--- config.mk ---
export PLATFORM = sky130hd
export DESIGN_NAME = adcbuf_top
export DESIGN_NICKNAME = d
export VERILOG_FILES = /design/src/rtl/adcbuf_pkg.sv /design/src/rtl/adcbuf_store.sv /design/src/rtl/adcbuf_fmt.sv /design/src/rtl/adcbuf_top.sv
export SDC_FILE = /design/constraint.sdc
export NUM_CORES = 1
export LEC_CHECK = 0
export ABC_AREA = 1
export ABC_CLOCK_PERIOD_IN_PS = 2700
export BUFFER_PORTS_ARGS = -buffer_cell sky130_fd_sc_hd__buf_4
export CAP_MARGIN = 0
export CORE_AREA = 2 2 111 113
export CTS_BUF_LIST = sky130_fd_sc_hd__clkbuf_2 sky130_fd_sc_hd__clkbuf_4 sky130_fd_sc_hd__clkbuf_8
export DETAILED_ROUTE_END_ITERATION = 7
export DIE_AREA = 0 0 113 115
export PLACE_DENSITY = 0.69
export SLEW_MARGIN = 0
export SYNTH_ARGS = -nofsm -noshare
export SYNTH_HDL_FRONTEND = slang
export SYNTH_HIERARCHICAL = 1
export SYNTH_SLANG_ARGS = --single-unit
--- constraint.sdc ---
create_clock -name clk_i -period 2.7 [get_ports clk_i]
set_clock_uncertainty 0.1 [all_clocks]
set_input_delay 0.675 -clock clk_i [delete_from_list [all_inputs] [get_ports clk_i]]
set_output_delay 0.675 -clock clk_i [all_outputs]
set_load 0.1 [all_outputs]
--- src/rtl/adcbuf_pkg.sv ---
package adcbuf_pkg;

    // Which half of a stored result the next request will return
    typedef enum logic {
        PH_HI = 1'b0,
        PH_LO = 1'b1
    } phase_e;

    localparam int BYTE_W = 8;

endpackage

--- src/rtl/adcbuf_store.sv ---
// Linear result store: written from index 0 upward, emptied only by clear.
module adcbuf_store #(
    parameter  int DEPTH = 12,
    parameter  int RES_W = 10,
    localparam int PTR_W = $clog2(DEPTH + 1),
    localparam int IDX_W = $clog2(DEPTH)
) (
    input  logic             clk_i,
    input  logic             rst_ni,
    input  logic             clear_i,
    input  logic             wr_valid_i,
    input  logic [RES_W-1:0] wr_data_i,
    input  logic [PTR_W-1:0] rd_pos_i,
    output logic [PTR_W-1:0] wr_pos_o,
    output logic [RES_W-1:0] rd_data_o
);

    localparam logic [PTR_W-1:0] FULL_P = PTR_W'(DEPTH);

    typedef struct packed {
        logic [PTR_W-1:0] wpos;
    } st_t;

    st_t st_d, st_q;
    logic             wen;
    logic [IDX_W-1:0] widx;

    // Contents are deliberately left without reset: undefined after power-up.
    logic [RES_W-1:0] mem_q [DEPTH];

    always_comb begin
        st_d = st_q;
        wen  = 1'b0;
        widx = st_q.wpos[IDX_W-1:0];
        if (clear_i) begin
            st_d.wpos = '0;
        end else if (wr_valid_i && (st_q.wpos < FULL_P)) begin
            wen       = 1'b1;
            st_d.wpos = st_q.wpos + 1'b1;
        end
    end

    always_ff @(posedge clk_i or negedge rst_ni) begin
        if (!rst_ni) begin
            st_q <= '0;
        end else begin
            st_q <= st_d;
        end
    end

    always_ff @(posedge clk_i) begin
        if (wen) begin
            mem_q[widx] <= wr_data_i;
        end
    end

    always_comb begin
        if (rd_pos_i < FULL_P) begin
            rd_data_o = mem_q[rd_pos_i[IDX_W-1:0]];
        end else begin
            rd_data_o = '0;
        end
    end

    assign wr_pos_o = st_q.wpos;

endmodule

--- src/rtl/adcbuf_fmt.sv ---
// Read sequencer: splits each result into a padded upper byte and a lower byte.
module adcbuf_fmt
    import adcbuf_pkg::*;
#(
    parameter  int DEPTH = 12,
    parameter  int RES_W = 10,
    localparam int PTR_W = $clog2(DEPTH + 1),
    localparam int HI_W  = RES_W - BYTE_W,
    localparam int PAD_W = 2 * BYTE_W - RES_W
) (
    input  logic              clk_i,
    input  logic              rst_ni,
    input  logic              clear_i,
    input  logic              req_i,
    input  logic              rsp_valid_i,
    input  logic              rsp_nack_i,
    input  logic [PTR_W-1:0]  wr_pos_i,
    input  logic [RES_W-1:0]  rd_data_i,
    output logic [PTR_W-1:0]  rd_pos_o,
    output logic [BYTE_W-1:0] byte_o,
    output logic              uflow_o,
    output logic              closed_o
);

    typedef struct packed {
        logic [PTR_W-1:0]  rpos;
        phase_e            phase;
        logic              closed;
        logic [BYTE_W-1:0] dout;
        logic              uflow;
    } st_t;

    st_t st_d, st_q;
    logic have_unread;

    assign have_unread = (st_q.rpos < wr_pos_i);

    always_comb begin
        st_d       = st_q;
        st_d.uflow = 1'b0;
        if (clear_i) begin
            st_d.rpos   = '0;
            st_d.phase  = PH_HI;
            st_d.closed = 1'b0;
        end else begin
            if (rsp_valid_i && rsp_nack_i) begin
                st_d.closed = 1'b1;
            end
            if (req_i) begin
                if (st_q.closed) begin
                    st_d.dout = '1;
                end else if (st_q.phase == PH_HI) begin
                    if (have_unread) begin
                        st_d.dout  = {{PAD_W{1'b1}}, rd_data_i[RES_W-1:BYTE_W]};
                        st_d.phase = PH_LO;
                    end else begin
                        st_d.dout  = '1;
                        st_d.uflow = 1'b1;
                    end
                end else begin
                    st_d.dout  = rd_data_i[BYTE_W-1:0];
                    st_d.rpos  = st_q.rpos + 1'b1;
                    st_d.phase = PH_HI;
                end
            end
        end
    end

    always_ff @(posedge clk_i or negedge rst_ni) begin
        if (!rst_ni) begin
            st_q.rpos   <= '0;
            st_q.phase  <= PH_HI;
            st_q.closed <= 1'b0;
            st_q.dout   <= '1;
            st_q.uflow  <= 1'b0;
        end else begin
            st_q <= st_d;
        end
    end

    assign rd_pos_o = st_q.rpos;
    assign byte_o   = st_q.dout;
    assign uflow_o  = st_q.uflow;
    assign closed_o = st_q.closed;

    // Upper byte must carry at least one result bit and some padding
    if (HI_W < 1 || PAD_W < 1) begin : g_bad_width
        initial $error("adcbuf_fmt: RES_W must lie between 9 and 15");
    end

endmodule

--- src/rtl/adcbuf_top.sv ---
module adcbuf_top #(
    parameter  int DEPTH = 12,
    parameter  int RES_W = 10,
    localparam int PTR_W = $clog2(DEPTH + 1)
) (
    input  logic             clk_i,
    input  logic             rst_ni,
    input  logic             res_valid_i,
    input  logic [RES_W-1:0] res_data_i,
    input  logic             byte_req_i,
    output logic [7:0]       byte_o,
    input  logic             mst_ack_valid_i,
    input  logic             mst_nack_i,
    input  logic             bus_stop_i,
    input  logic             bus_rstart_i,
    output logic             underflow_o
);

    logic             clear;
    logic [PTR_W-1:0] wpos;
    logic [PTR_W-1:0] rpos;
    logic [RES_W-1:0] rdata;
    logic             closed;

    assign clear = bus_stop_i | bus_rstart_i;

    adcbuf_store #(
        .DEPTH(DEPTH),
        .RES_W(RES_W)
    ) u_store (
        .clk_i     (clk_i),
        .rst_ni    (rst_ni),
        .clear_i   (clear),
        .wr_valid_i(res_valid_i),
        .wr_data_i (res_data_i),
        .rd_pos_i  (rpos),
        .wr_pos_o  (wpos),
        .rd_data_o (rdata)
    );

    adcbuf_fmt #(
        .DEPTH(DEPTH),
        .RES_W(RES_W)
    ) u_fmt (
        .clk_i      (clk_i),
        .rst_ni     (rst_ni),
        .clear_i    (clear),
        .req_i      (byte_req_i),
        .rsp_valid_i(mst_ack_valid_i),
        .rsp_nack_i (mst_nack_i),
        .wr_pos_i   (wpos),
        .rd_data_i  (rdata),
        .rd_pos_o   (rpos),
        .byte_o     (byte_o),
        .uflow_o    (underflow_o),
        .closed_o   (closed)
    );

endmodule

# Word-level counts from Yosys, hierarchy flattened
# Memory sizes are Yosys's and may differ from the RTL's.
# Cells that the tools add are included.
[totals] reg_bits=19 ram_bits=120 input_bits=18 out_inout_bits=9 word_cells=46 memories=1
[memory_table] memory="u_store.mem_q" words=12 width=10 rd=1 rd_clocked_by_memory_dff=0 write_ports=1 line_no="adcbuf_store.sv:29" rtl="logic [RES_W-1:0] mem_q [DEPTH];"
[op_classes] add_sub_neg=2 magnitude_cmp=3 n_eq_ne=1 mux=22 bitwise=2 reduce_logical=9
[op_table] cell="$mux W8" count=2
[op_table] cell="$mux W1" count=12
[op_table] cell="$mux W4" count=3
[op_table] cell="$mux W10" count=1
[op_table] cell="$mux W5" count=2
[op_table] cell="$add A4 B1 Y4 const B" count=2
[op_table] cell="$lt A4 B4 Y1 const B" count=2
[op_table] cell="$reduce_bool A2 Y1" count=4
[op_table] cell="$mux W6" count=1
[op_table] cell="$lt A4 B4 Y1" count=1
[op_table] cell="$reduce_and A2 Y1" count=2
[op_table] cell="$reduce_and A3 Y1" count=1
[op_table] cell="$logic_and A1 B1 Y1" count=2
[op_table] cell="$mux W2" count=1
[op_table] cell="$ne A2 B2 Y1 const B" count=1
[op_table] cell="$not A1 Y1" count=1
[op_table] cell="$or A1 B1 Y1" count=1

# Logic depth before layout (Yosys ltp)
[depth] word_depth=6 mapped_depth=14 depth_no_buf=11

# Cells and area by module
# Netlist, hierarchy kept.
[modules_own_cells] mod="adcbuf_store" instances=1 cells_per_inst=435 area_each_um2=5152.4 seq_area_each_um2=3703.6
[modules_own_cells] mod="adcbuf_fmt" instances=1 cells_per_inst=111 area_each_um2=904.6 seq_area_each_um2=385.4
[modules_own_cells] mod="adcbuf_top" instances=1 cells_per_inst=3 area_each_um2=11.3 seq_area_each_um2=0.0

# Worst setup path before layout
# Ideal clock, no wire load.
[synth_timing] kind="input to register" start="input port bus_stop_i" end="memory u_store.mem_q[4][0], enable pin" setup_ns=0.390 t_arrival_ns=1.895 required_ns=2.210 slack_ns=0.315 stages=6 path_buffers=1 cell_sequence="inv_1 > nand2_1 > inv_1 > nand2_2 > buf_6 > nor3_1"
[synth_between] elab_chain_cells=4
[synth_rtl] element="from (decl)" line_no="adcbuf_top.sv:14" rtl="input logic bus_stop_i,"
[synth_rtl] element="$or A1 B1 Y1" line_no="adcbuf_top.sv:25" rtl="assign clear = bus_stop_i | bus_rstart_i;"
[synth_rtl] element="named net clear" line_no="adcbuf_top.sv:19" rtl="logic clear;"
[synth_rtl] element="$mux W1" line_no="adcbuf_store.sv:35" rtl="if (clear_i) begin"
[synth_rtl] element="$mux W1" line_no="adcbuf_store.sv:52" rtl="if (wen) begin"
[synth_rtl] element="$mux W1 (not written as such)" line_no="adcbuf_store.sv:53" rtl="mem_q[widx] <= wr_data_i;"
[synth_rtl] element="to (decl)" line_no="adcbuf_store.sv:29"
# The timed path passes the listed nets, and every way through them passes these cells.

# Worst setup path in the final report
[layout_timing] start="register u_fmt.st_q, in the netlist u_fmt/byte_o[5]" end="output port byte_o[5]"
[layout_rtl] element="from (decl)" line_no="adcbuf_fmt.sv:33" rtl="st_t st_d, st_q;"
[layout_rtl] element="from (signal assigned)" line_no="adcbuf_fmt.sv:77" rtl="st_q <= st_d;"
[layout_rtl] element="to (decl)" line_no="adcbuf_top.sv:11" rtl="output logic [7:0] byte_o,"
# No word-level cell between the ends.

==> flow_metrics.py <==
metrics = {
    "status": {
        "outcome": "complete, but fails checks",
        "violations": "design-rule violations",
    },
    "placed_design": {
        "dp_hpwl_um": 9259,
        "place_area_um2": 6309,
        "portBuffers": 26,
        "place_inst": 702,
        "place_congestion": 0.9499,
    },
    "worst_setup_path": {
        "crit_buf_inv": 1,
        "critPathCaptureType": "output port",
        "r2r_slack_ps": 700,
        "rr_worst_depth": 12,
        "max_stage_delay_ps": 540,
        "rr_startpoint": "u_fmt/rd_pos_o[0]",
        "worstPathMaxFanout": 2,
        "critPathLaunchType": "flip-flop",
        "critPathRequiredTime_ps": 1920,
        "worstSetupPathType": "flip-flop to output port",
        "crit_path_cell_trace": "buf_4",
        "slowest_stage": "dfstp_2",
        "rr_endpoint": "u_fmt/byte_o[0]",
        "cp_top_family": "flip-flops",
        "critPathArrivalTime_ps": 1260,
    },
    "sta": {
        "hold_violations": 0,
        "finalSetupTns_ps": 0,
        "maxSlewViolCount": 0,
        "fmaxAchievable_mhz": 491.0,
        "slew_headroom_pct": 58.81,
        "fin_crit_ps": 2037,
        "fin_crit_sh_pct": 75.43,
        "tightest_slew_ps": 617.9,
        "setup_violations": 0,
        "rsz0062_at_grt": "no",
    },
    "min_path": {
        "holdCritStartpoint": "mst_nack_i",
        "hp-class": "input pin to flip-flop",
        "worstHoldPathCells": 3,
        "whs_endpoint": "u_fmt/closed_o",
    },
    "logic_synthesis": {
        "synth_top_area_share_pct": 59.38,
        "netlist_area_um2": 6068,
        "ys.flop_type": "edfxtp_1",
        "synth_warnings": 6,
        "synthCells": 549,
        "avgSynthCellArea_um2": 11.05,
        "synth_nets": 575,
        "synth_commonest_cells": "nand2_1 (169), edfxtp_1 (120), nand3_1 (88)",
        "async_flop_share_pct": 13.67,
        "yosysMostFrequentCell": "nand2_1",
        "yosysSeqAreaShare_pct": 67.38,
        "synthDistinctLibCells": 28,
        "synth_edf_count": 120,
        "yosysTopAreaCell": "edfxtp_1",
        "ys_ff_latch": 139,
        "synthTopCellsByArea": "edfxtp_1 (59%), nand2_1 (10%), nand3_1 (7.3%)",
    },
    "grt": {
        "globalRouteOverflowTotal": 0,
        "grt_pass1_wl_um": 21960,
        "grt_pass1_vias": 4201,
        "antenna_found_initial": 0,
        "grt_usage_pct": 23.18,
        "grt_max_degree": 64,
    },
    "flow_run": {
        "drv_cap": 0,
    },
    "cts": {
        "clkSinkCount": 139,
        "cts_tree": "yes",
        "numCtsBuffers": 17,
        "worstSkewPairLatency_ps": 430,
        "cts.repair.resized": 0,
        "h-tree-depth": 4,
        "clk_pin_slew_ps": 80,
        "cts_root_buf": "clkbuf_8",
        "cts_buffer_depth": 2,
    },
    "die": {
        "rows": 40,
        "ioPinCount": 27,
        "initial_core_util_pct": 51.38,
        "die_area_um2": 13000,
        "die_h_um": 115,
        "die_w_um": 113,
        "core-area_um2": 11810,
    },
    "pwr": {
        "p_per_area_nw_per_um2": 714.3,
        "power_leakage_uw": 0.002591,
        "ir_drop_mv": 0.2723,
        "power.total_uw": 4803,
    },
    "route": {
        "vias": 4111,
        "ant_nets": 0,
        "drc": 3,
        "drtPass1Iterations": 7,
        "wl_per_cell_um": 19.24,
        "drt_iter0_markers": 419,
        "vias_per_cell": 5.593,
        "drt_wl_total_um": 14140,
    },
    "layout": {
        "final_cells": 735,
        "multi_input_area_um2": 1574,
        "fin_nets": 601,
        "drive_gt1_share_pct": 16.33,
        "final_core_util_pct": 56.93,
        "syn_to_final_growth_pct": 10.80,
        "fill_cells": 1003,
        "regArea_um2": 4090,
        "antenna_cells": 0,
        "final_area_um2": 6724,
    },
}
[cell families after synthesis]
family / count (synthesis) / share of synthesized area (%)
compound gates: 29 / 2.722
flops: 139 / 67.38
simple gates: 304 / 21.57
fa+ha+maj: 8 / 1.650
buf+inv: 69 / 6.680
[where the power goes]
part / internal (uW) / switching [uW]
registers: 2360 / 18.1
clock network: 914 / 782
logic: 191 / 540
[state kept, by name, indices dropped and copies added, names as in the netlist]
name              cells
u_fmt/byte_o          8
u_store/mem_q       120
u_store/wr_pos_o      4
u_fmt/rd_pos_o        4
u_fmt/closed_o        1
u_fmt/uflow_o         1
u_fmt/st_q            1
[metal layers]
layer | up-vias | GRT usage [%] | share of wire, %
met3 | 29 | 5.271 | 6.6
met5 | - | 0 | 0
met1 | 2001 | 29.10 | 40
met2 | 172 | 39.52 | 50
met4 | 0 | 9.024 | 2.8
li1 | 1909 | - | -
[area by class of cell]
cell class / instances / area share, %
Multi-Input combinational cell: 341 / 23.41
Timing Repair Buffer: 44 / 5.136
Tap cell: 147 / 2.735
Inverter: 32 / 1.861
Clock inverter: 11 / 1.731
Sequential cell: 139 / 60.83
Clock buffer: 21 / 4.298
[worst max-delay path by stage]
stage | startpoint | end | slack [ps] | cells after the start
3_3_place_gp | bus_stop_i | u_store/mem_q[1][2] | 490 | 7
4_1_cts | u_fmt/byte_o[5] | byte_o[5] | 630 | 1
3_5_place_dp | bus_stop_i | u_store/mem_q[1][6] | 440 | 7
2_1_floorplan | bus_stop_i | u_store/mem_q[4][0] | 310 | 6
5_1_grt | u_fmt/rd_pos_o[0] | u_fmt/byte_o[0] | 500 | 12
6_report | u_fmt/byte_o[5] | byte_o[5] | 660 | 1
[stage by stage]
stage	hold WS, ps	worst slack (ps)
after floorplan	279.4	315.0
after global placement	413.9	493.7
after detailed placement	421.5	439.5
after CTS	378.8	634.9
after global routing	385.6	503.1
final	401.3	663.4
[layout by cell type, fill, tap and decap left out, types with 2 or more instances in the layout]
cell,synthesis,routed
a21oi_1,10,10
buf_4,21,42
bufinv_16,0,2
clkbuf_8,0,21
clkinv_2,0,4
clkinvlp_4,0,2
dfrtp_1,11,10
dfstp_2,8,8
edfxtp_1,120,120
ha_1,8,8
inv_1,26,26
inv_2,4,4
inv_4,2,2
nand2_1,169,169
nand2_2,2,2
nand3_1,88,88
nand4_1,3,3
nor2_1,26,26
nor3_1,12,12
o21ai_0,4,4
o21ai_1,11,11
[tightest hold or removal path: cells and delay by family]
family          cells  cell delay (ps)
simple gates        1               60
compound gates      1               60
buf+inv             1              100
[repair_timing]
action | CTS | global route
setup buffers | 0 | 0
hold buffers | 1 | 0
hold endpoints to repair | 11 | 0
Power figures use the tool's default switching activity.
